**src/rtl/irqc_pkg.sv**
```systemverilog
package irqc_pkg;

    // Word addresses of the register port
    localparam int A_EN_SET    = 0;
    localparam int A_EN_CLR    = 1;
    localparam int A_PEND_SET  = 2;
    localparam int A_PEND_CLR  = 3;
    localparam int A_STATUS    = 4;
    localparam int A_PRIO_BASE = 8;

    // Offer state machine
    typedef enum logic [0:0] {
        OFF_IDLE = 1'b0,
        OFF_HOLD = 1'b1
    } offer_state_e;

endpackage

```
**src/rtl/irqc_select.sv**
```systemverilog
// Picks the candidate with the lowest priority value; ties go to the lowest index.
module irqc_select #(
    parameter int NUM_LINES = 32,
    parameter int PRIO_W    = 2,
    localparam int IDX_W    = $clog2(NUM_LINES)
) (
    input  logic [NUM_LINES-1:0]        cand,
    input  logic [NUM_LINES*PRIO_W-1:0] prio_flat,
    output logic                        found,
    output logic [IDX_W-1:0]            idx,
    output logic [PRIO_W:0]             best_prio
);

    always_comb begin
        best_prio         = '0;
        best_prio[PRIO_W] = 1'b1;
        idx               = '0;
        found             = 1'b0;
        for (int n = NUM_LINES - 1; n >= 0; n--) begin
            if (cand[n] && ({1'b0, prio_flat[n*PRIO_W +: PRIO_W]} <= best_prio)) begin
                best_prio = {1'b0, prio_flat[n*PRIO_W +: PRIO_W]};
                idx       = IDX_W'(n);
                found     = 1'b1;
            end
        end
    end

endmodule

```
**src/rtl/irqc_line_bank.sv**
```systemverilog
// Per-line enable, pending, active and priority storage.
module irqc_line_bank #(
    parameter int NUM_LINES = 32,
    parameter int PRIO_W    = 2,
    localparam int PRIO_REGS = NUM_LINES / 4,
    localparam int SEL_W     = (PRIO_REGS > 1) ? $clog2(PRIO_REGS) : 1
) (
    input  logic                        clk,
    input  logic                        rst_n,
    input  logic [NUM_LINES-1:0]        en_set,
    input  logic [NUM_LINES-1:0]        en_clr,
    input  logic [NUM_LINES-1:0]        pend_set,
    input  logic [NUM_LINES-1:0]        pend_clr,
    input  logic [NUM_LINES-1:0]        act_set,
    input  logic [NUM_LINES-1:0]        act_clr,
    input  logic                        prio_we,
    input  logic [SEL_W-1:0]            prio_sel,
    input  logic [31:0]                 prio_wdata,
    output logic [NUM_LINES-1:0]        en_q,
    output logic [NUM_LINES-1:0]        pend_q,
    output logic [NUM_LINES-1:0]        act_q,
    output logic [NUM_LINES*PRIO_W-1:0] prio_flat
);

    for (genvar n = 0; n < NUM_LINES; n++) begin : g_line
        localparam int LANE_TOP = 8 * (n % 4) + 7;

        always_ff @(posedge clk) begin
            if (!rst_n) begin
                en_q[n]   <= 1'b0;
                pend_q[n] <= 1'b0;
                act_q[n]  <= 1'b0;
                prio_flat[n*PRIO_W +: PRIO_W] <= '0;
            end else begin
                if (en_set[n])      en_q[n] <= 1'b1;
                else if (en_clr[n]) en_q[n] <= 1'b0;
                // a set in the same cycle wins over a clear
                pend_q[n] <= (pend_q[n] & ~pend_clr[n]) | pend_set[n];
                if (act_set[n])      act_q[n] <= 1'b1;
                else if (act_clr[n]) act_q[n] <= 1'b0;
                if (prio_we && (prio_sel == SEL_W'(n / 4)))
                    prio_flat[n*PRIO_W +: PRIO_W] <= prio_wdata[LANE_TOP -: PRIO_W];
            end
        end
    end

endmodule

```
**src/rtl/irqc_offer_fsm.sv**
```systemverilog
// Holds one offered line towards the core until it is taken or withdrawn.
module irqc_offer_fsm
    import irqc_pkg::*;
#(
    parameter int NUM_LINES = 32,
    localparam int IDX_W    = $clog2(NUM_LINES)
) (
    input  logic             clk,
    input  logic             rst_n,
    input  logic             best_found,
    input  logic [IDX_W-1:0] best_idx,
    input  logic             ack,
    output logic             req_valid,
    output logic             take,
    output logic [IDX_W-1:0] held_idx
);

    offer_state_e state_q, state_d;
    logic         still_best;

    assign still_best = best_found && (best_idx == held_idx);

    // state register
    always_ff @(posedge clk) begin
        if (!rst_n) state_q <= OFF_IDLE;
        else        state_q <= state_d;
    end

    always_ff @(posedge clk) begin
        if (!rst_n)                                    held_idx <= '0;
        else if (state_q == OFF_IDLE && best_found)    held_idx <= best_idx;
    end

    // next state: arm, withdraw, take
    always_comb begin
        state_d = state_q;
        unique case (state_q)
            OFF_IDLE: if (best_found)            state_d = OFF_HOLD;
            OFF_HOLD: if (!still_best || ack)    state_d = OFF_IDLE;
            default:                             state_d = OFF_IDLE;
        endcase
    end

    // outputs
    always_comb begin
        req_valid = 1'b0;
        unique case (state_q)
            OFF_IDLE: req_valid = 1'b0;
            OFF_HOLD: req_valid = still_best;
            default:  req_valid = 1'b0;
        endcase
        take = req_valid && ack;
    end


    take_gap_chk: assert property (@(posedge clk) disable iff (!rst_n)
        take |=> !req_valid);

endmodule

```
**src/rtl/irqc_top.sv**
```systemverilog
module irqc_top
    import irqc_pkg::*;
#(
    parameter int NUM_LINES = 32,
    parameter int PRIO_W    = 2,
    localparam int IDX_W     = $clog2(NUM_LINES),
    localparam int EXC_W     = $clog2(NUM_LINES + 16),
    localparam int PRIO_REGS = NUM_LINES / 4,
    localparam int SEL_W     = (PRIO_REGS > 1) ? $clog2(PRIO_REGS) : 1,
    localparam int ADDR_W    = $clog2(A_PRIO_BASE + PRIO_REGS)
) (
    input  logic                 clk,
    input  logic                 rst_n,
    input  logic [NUM_LINES-1:0] irq_in,
    input  logic                 reg_wr_en,
    input  logic [ADDR_W-1:0]    reg_addr,
    input  logic [31:0]          reg_wdata,
    output logic [31:0]          reg_rdata,
    output logic                 req_valid,
    output logic [EXC_W-1:0]     req_num,
    input  logic                 req_ack,
    input  logic                 done_valid,
    input  logic [EXC_W-1:0]     done_num
);

    logic [NUM_LINES-1:0]        en_q, pend_q, act_q;
    logic [NUM_LINES*PRIO_W-1:0] prio_flat;
    logic [NUM_LINES-1:0]        en_set, en_clr, pend_set, pend_clr, act_set, act_clr;
    logic [NUM_LINES-1:0]        below_act, eligible;
    logic                        is_prio, take, sel_found, act_found;
    logic [SEL_W-1:0]            prio_idx;
    logic [IDX_W-1:0]            sel_idx, act_idx, held_idx;
    logic [PRIO_W:0]             sel_prio, act_prio;
    logic [EXC_W-1:0]            done_line, status_num;
    logic                        done_hit;

    // write decode
    assign is_prio  = (reg_addr >= ADDR_W'(A_PRIO_BASE)) &&
                      ((reg_addr - ADDR_W'(A_PRIO_BASE)) < ADDR_W'(PRIO_REGS));
    assign prio_idx = SEL_W'(reg_addr - ADDR_W'(A_PRIO_BASE));

    assign en_set   = (reg_wr_en && reg_addr == ADDR_W'(A_EN_SET))   ? reg_wdata[NUM_LINES-1:0] : '0;
    assign en_clr   = (reg_wr_en && reg_addr == ADDR_W'(A_EN_CLR))   ? reg_wdata[NUM_LINES-1:0] : '0;
    assign pend_set = irq_in |
                      ((reg_wr_en && reg_addr == ADDR_W'(A_PEND_SET)) ? reg_wdata[NUM_LINES-1:0] : '0);
    assign pend_clr = act_set |
                      ((reg_wr_en && reg_addr == ADDR_W'(A_PEND_CLR)) ? reg_wdata[NUM_LINES-1:0] : '0);
    assign act_set  = take ? (NUM_LINES'(1) << held_idx) : '0;

    assign done_line = done_num - EXC_W'(16);
    assign done_hit  = done_valid && (done_num >= EXC_W'(16)) && (done_line < EXC_W'(NUM_LINES));
    assign act_clr   = done_hit ? (NUM_LINES'(1) << done_line) : '0;

    irqc_line_bank #(.NUM_LINES(NUM_LINES), .PRIO_W(PRIO_W)) u_bank (
        .clk        (clk),
        .rst_n      (rst_n),
        .en_set     (en_set),
        .en_clr     (en_clr),
        .pend_set   (pend_set),
        .pend_clr   (pend_clr),
        .act_set    (act_set),
        .act_clr    (act_clr),
        .prio_we    (reg_wr_en && is_prio),
        .prio_sel   (prio_idx),
        .prio_wdata (reg_wdata),
        .en_q       (en_q),
        .pend_q     (pend_q),
        .act_q      (act_q),
        .prio_flat  (prio_flat)
    );

    // most urgent active line sets the preemption threshold
    irqc_select #(.NUM_LINES(NUM_LINES), .PRIO_W(PRIO_W)) u_act_sel (
        .cand      (act_q),
        .prio_flat (prio_flat),
        .found     (act_found),
        .idx       (act_idx),
        .best_prio (act_prio)
    );

    for (genvar n = 0; n < NUM_LINES; n++) begin : g_thresh
        assign below_act[n] = {1'b0, prio_flat[n*PRIO_W +: PRIO_W]} < act_prio;
    end
    assign eligible = en_q & pend_q & below_act;

    irqc_select #(.NUM_LINES(NUM_LINES), .PRIO_W(PRIO_W)) u_req_sel (
        .cand      (eligible),
        .prio_flat (prio_flat),
        .found     (sel_found),
        .idx       (sel_idx),
        .best_prio (sel_prio)
    );

    irqc_offer_fsm #(.NUM_LINES(NUM_LINES)) u_fsm (
        .clk        (clk),
        .rst_n      (rst_n),
        .best_found (sel_found),
        .best_idx   (sel_idx),
        .ack        (req_ack),
        .req_valid  (req_valid),
        .take       (take),
        .held_idx   (held_idx)
    );

    assign req_num    = EXC_W'(held_idx) + EXC_W'(16);
    assign status_num = act_found ? (EXC_W'(act_idx) + EXC_W'(16)) : '0;

    // read mux
    always_comb begin
        reg_rdata = '0;
        if (is_prio) begin
            for (int k = 0; k < 4; k++)
                reg_rdata[8*k+7 -: PRIO_W] = prio_flat[(int'(prio_idx)*4 + k)*PRIO_W +: PRIO_W];
        end else begin
            unique case (int'(reg_addr))
                A_EN_SET, A_EN_CLR:     reg_rdata[NUM_LINES-1:0] = en_q;
                A_PEND_SET, A_PEND_CLR: reg_rdata[NUM_LINES-1:0] = pend_q;
                A_STATUS:               reg_rdata[EXC_W-1:0]     = status_num;
                default:                reg_rdata = '0;
            endcase
        end
    end


    en_set_chk: assert property (@(posedge clk) disable iff (!rst_n)
        (reg_wr_en && reg_addr == ADDR_W'(A_EN_SET))
        |=> ((en_q & $past(reg_wdata[NUM_LINES-1:0])) == $past(reg_wdata[NUM_LINES-1:0])));


    en_clr_chk: assert property (@(posedge clk) disable iff (!rst_n)
        (reg_wr_en && reg_addr == ADDR_W'(A_EN_CLR))
        |=> ((en_q & $past(reg_wdata[NUM_LINES-1:0])) == '0));


    req_eligible_chk: assert property (@(posedge clk) disable iff (!rst_n)
        req_valid |-> (en_q[held_idx] && pend_q[held_idx]));


    preempt_chk: assert property (@(posedge clk) disable iff (!rst_n)
        (req_valid && act_found) |-> (sel_prio < act_prio));


    take_active_chk: assert property (@(posedge clk) disable iff (!rst_n)
        (req_valid && req_ack) |=> (status_num != '0));


    level_repend_chk: assert property (@(posedge clk) disable iff (!rst_n)
        (req_valid && req_ack && irq_in[held_idx]) |=> pend_q[$past(held_idx)]);

endmodule

```
**config.mk**
```make
export PLATFORM = sky130hd
export DESIGN_NAME = irqc_top
export DESIGN_NICKNAME = d
export VERILOG_FILES = /design/src/rtl/irqc_pkg.sv /design/src/rtl/irqc_select.sv /design/src/rtl/irqc_line_bank.sv /design/src/rtl/irqc_offer_fsm.sv /design/src/rtl/irqc_top.sv
export SDC_FILE = /design/constraint.sdc
export NUM_CORES = 1
export LEC_CHECK = 0
export BUFFER_PORTS_ARGS = -buffer_cell sky130_fd_sc_hd__buf_2
export CAP_MARGIN = 20
export CORE_UTILIZATION = 25
export CTS_CLUSTER_SIZE = 14
export DETAILED_ROUTE_END_ITERATION = 6
export SYNTH_ARGS = -nofsm -noshare
export SYNTH_HDL_FRONTEND = slang
export SYNTH_SLANG_ARGS = --single-unit
export TNS_END_PERCENT = 1
```
**constraint.sdc**
```tcl
create_clock -name clk -period 113.6 [get_ports clk]
set_input_delay 5.68 -clock clk [delete_from_list [all_inputs] [get_ports clk]]
set_output_delay 5.68 -clock clk [all_outputs]
set_load 0.05 [all_outputs]
```
==> results.json <==
{
  "min_period_ns": 99.21,
  "grt_pass1_wl_mm": 117,
  "synth-adder-area-share": 0.0684,
  "multiInputGateArea_sq_um": 13100,
  "async_flop_share": 0,
  "fmax_mhz": 10.1,
  "postCtsHoldBufs": 0,
  "grt_overflow": 0,
  "drc": 9,
  "ir_worst_vdd_mv": 0.0110,
  "detail-route-antenna-nets": 0,
  "wirelength_mm": 78.6,
  "fp.dieH_um": 265,
  "rows": 96,
  "cts_root_buffer": "clkbuf_16",
  "viasPerCell": 5.80,
  "slowest_stage": "dfxtp_1",
  "synth_compound_area_frac": 0.337,
  "synth_nets": 2570,
  "path_clk_slew_ns": 0.08,
  "critical_path_class": "register to output pin",
  "yosysTopAreaCell": "dfxtp_1",
  "crit_top_cell": "nor2_1",
  "io_buffers": 117,
  "clockBufferDepth": 2,
  "status": "finished with violations",
  "cts_tree": "built",
  "cap_violations": 0,
  "slew_headroom": 0.222,
  "place.gp.congestion": 0.983,
  "die_width_um": 265,
  "start_util": 0.252,
  "wl_per_cell_um": 23.3,
  "hold_violations": 0,
  "io_pins": 118,
  "cp.arrival_ns": 93.53,
  "worstSkewPairLatency_ns": 0.48,
  "drtPass1Iterations": 7,
  "slew_violations": 0,
  "cp-end-kind": "output pin",
  "crit_fanout": 25,
  "dieArea_sq_um": 70300,
  "cts-resized-gates": 0,
  "synth_top_family_by_area": "compound AO/OA/AOI/OAI gates",
  "hp-class": "register to register",
  "yosysWarnings": 0,
  "ys.flop_type": "dfxtp_1",
  "dr_total_vias": 19568,
  "violations": "design-rule violations",
  "synthMuxAreaShare": 0.0772,
  "powerDensity_nw_per_um2": 7.62,
  "synth_edf_count": 0,
  "yosys-top-cells-area": "dfxtp_1 (19%), nor2_1 (6.9%), nand2_1 (6.9%)",
  "total_power_mw": 0.147,
  "grt_max_degree": 91,
  "rsz0062_at_grt": "false",
  "synth_top_area_share": 0.192,
  "numCtsBuffers": 17,
  "drive_gt1_frac": 0.127,
  "layout_common_cells": "nor2_1 (317), nand2_1 (316), a21oi_1 (168)",
  "critPathLaunchType": "register",
  "core_sq_um": 68600,
  "syn_to_final_growth_pct": 11.3,
  "setup_viol": 0,
  "antenna_found_initial": 5,
  "grt_pass1_vias": 18024,
  "tns_ns": 0,
  "crit_required_ns": 107.92,
  "syn_area_per_cell_sq_um": 7.18,
  "critical_path.max_stage_delay_ns": 0.72,
  "post-cts-setup-buffers": 0,
  "synth_seq_cells": 166,
  "htree_levels": 4,
  "skew_ns": 0.0139,
  "period_share": 0.873,
  "final_cells": 3373,
  "nNetsFinal": 2589,
  "dp_hpwl_mm": 60.1,
  "final_common_cell": "nor2_1",
  "seq_area_frac_synth": 0.192,
  "seq_area_sq_um": 3320,
  "synth-xor-area-share": 0.000506,
  "dp_cells": 3338,
  "leakage_nw": 7.37,
  "synth_cell_types": 127,
  "synth_area_sq_um": 17300,
  "syn_inst": 2410,
  "first_iter_violations": 2122,
  "r2r_slack_ns": 20.29,
  "worst_pin_slew_ns": 1.16,
  "track_usage": 0.219,
  "cts_sinks": 166,
  "fillers": 7554,
  "yosys.area_share.simple": 0.269
}
==> cells by family (layout without fill, tap and decap cells) <==
family,Yosys count,after routing
simple gates,989,989
compound gates,800,800
buf+inv,245,276
flops,166,166
mux,111,111
fa+ha+maj,98,98
xor+xnor,1,1
other cells,0,1
==> per-stage QoR <==
stage	util	hold slack (ns)	setup slack (ns)	cell area, sq um
after floorplan	-	0.468	29.69	17300
after global placement	0.272	0.484	17.20	18700
after detailed placement	0.272	0.491	16.81	18700
after CTS	0.281	0.501	15.95	19200
after global routing	0.281	0.522	6.34	19300
final	0.281	0.507	14.39	19300
==> power breakdown <==
part / total [mW] / switching [mW] / leakage, nW / internal, mW
Clock: 0.0597 / 0.0284 / 0.266 / 0.0313
Combinational: 0.0251 / 0.0169 / 5.75 / 0.00824
Sequential: 0.0619 / 0.00226 / 1.35 / 0.0596
==> path summary, 6_finish.rpt <==
kind,start,endpoint,cells after the start
worst max register to register,u_bank.act_q[31],u_bank.pend_q[6],456
worst max-delay path,u_bank.act_q[31],req_valid,456
worst min register to register,u_bank.pend_q[18],u_bank.pend_q[18],2
worst min-delay path,u_bank.pend_q[18],u_bank.pend_q[18],2
==> critical path, delay by kind of cell (launching register included) <==
kind                     cells  cell delay [ns]
flip-flops                   1             0.72
buffers and inverters       12             1.48
adder cells (fa/ha/maj)     69            19.32
AO/OA/AOI/OAI              188            39.71
multiplexers                15             5.28
AND/OR/NAND/NOR            172            26.54
==> Yosys cell counts, drive strengths merged (13+ instances only) <==
master	instances
nor2b	33
or2	21
o211ai	30
o22ai	22
a21boi	13
o21ai	165
o31ai	26
mux2i	75
buf	28
inv	105
mux4	16
nor3	54
ha	81
a41oi	16
a22oi	39
maj3	17
o21a	26
nand3	69
clkbuf	110
nor4	27
a31oi	38
nand2b	27
mux2	20
nand2	316
a211oi	25
a21o	32
dfxtp	166
nand4	27
a21oi	174
nor2	322
and3	13
and2	31
or3	19
a22o	23
==> layout make-up <==
cell class | instances | area share
multi-input cells | 1999 | 0.679
inverters | 107 | 0.0210
diodes | 1 | 0.000130
flip-flops and latches | 166 | 0.172
clock buffers | 21 | 0.0239
clock inverters | 10 | 0.00506
repair buffers | 138 | 0.0384
well taps | 931 | 0.0605
==> registers in the layout, summed over array words and instances (netlist names) <==
signal,flops
u_bank.act_q,32
u_fsm.held_idx,5
u_fsm.state_q,1
u_bank.prio_flat,64
u_bank.pend_q,32
u_bank.en_q,32
==> routing by layer <==
layer  up-vias  track usage  wire (um)
met5         -            0         29
met4         4       0.0975       3300
met3       160       0.0410       8230
met2      1118        0.334      33900
met1      9260        0.299      33200
li1       9026            -          -
Power figures use the tool's default switching activity.
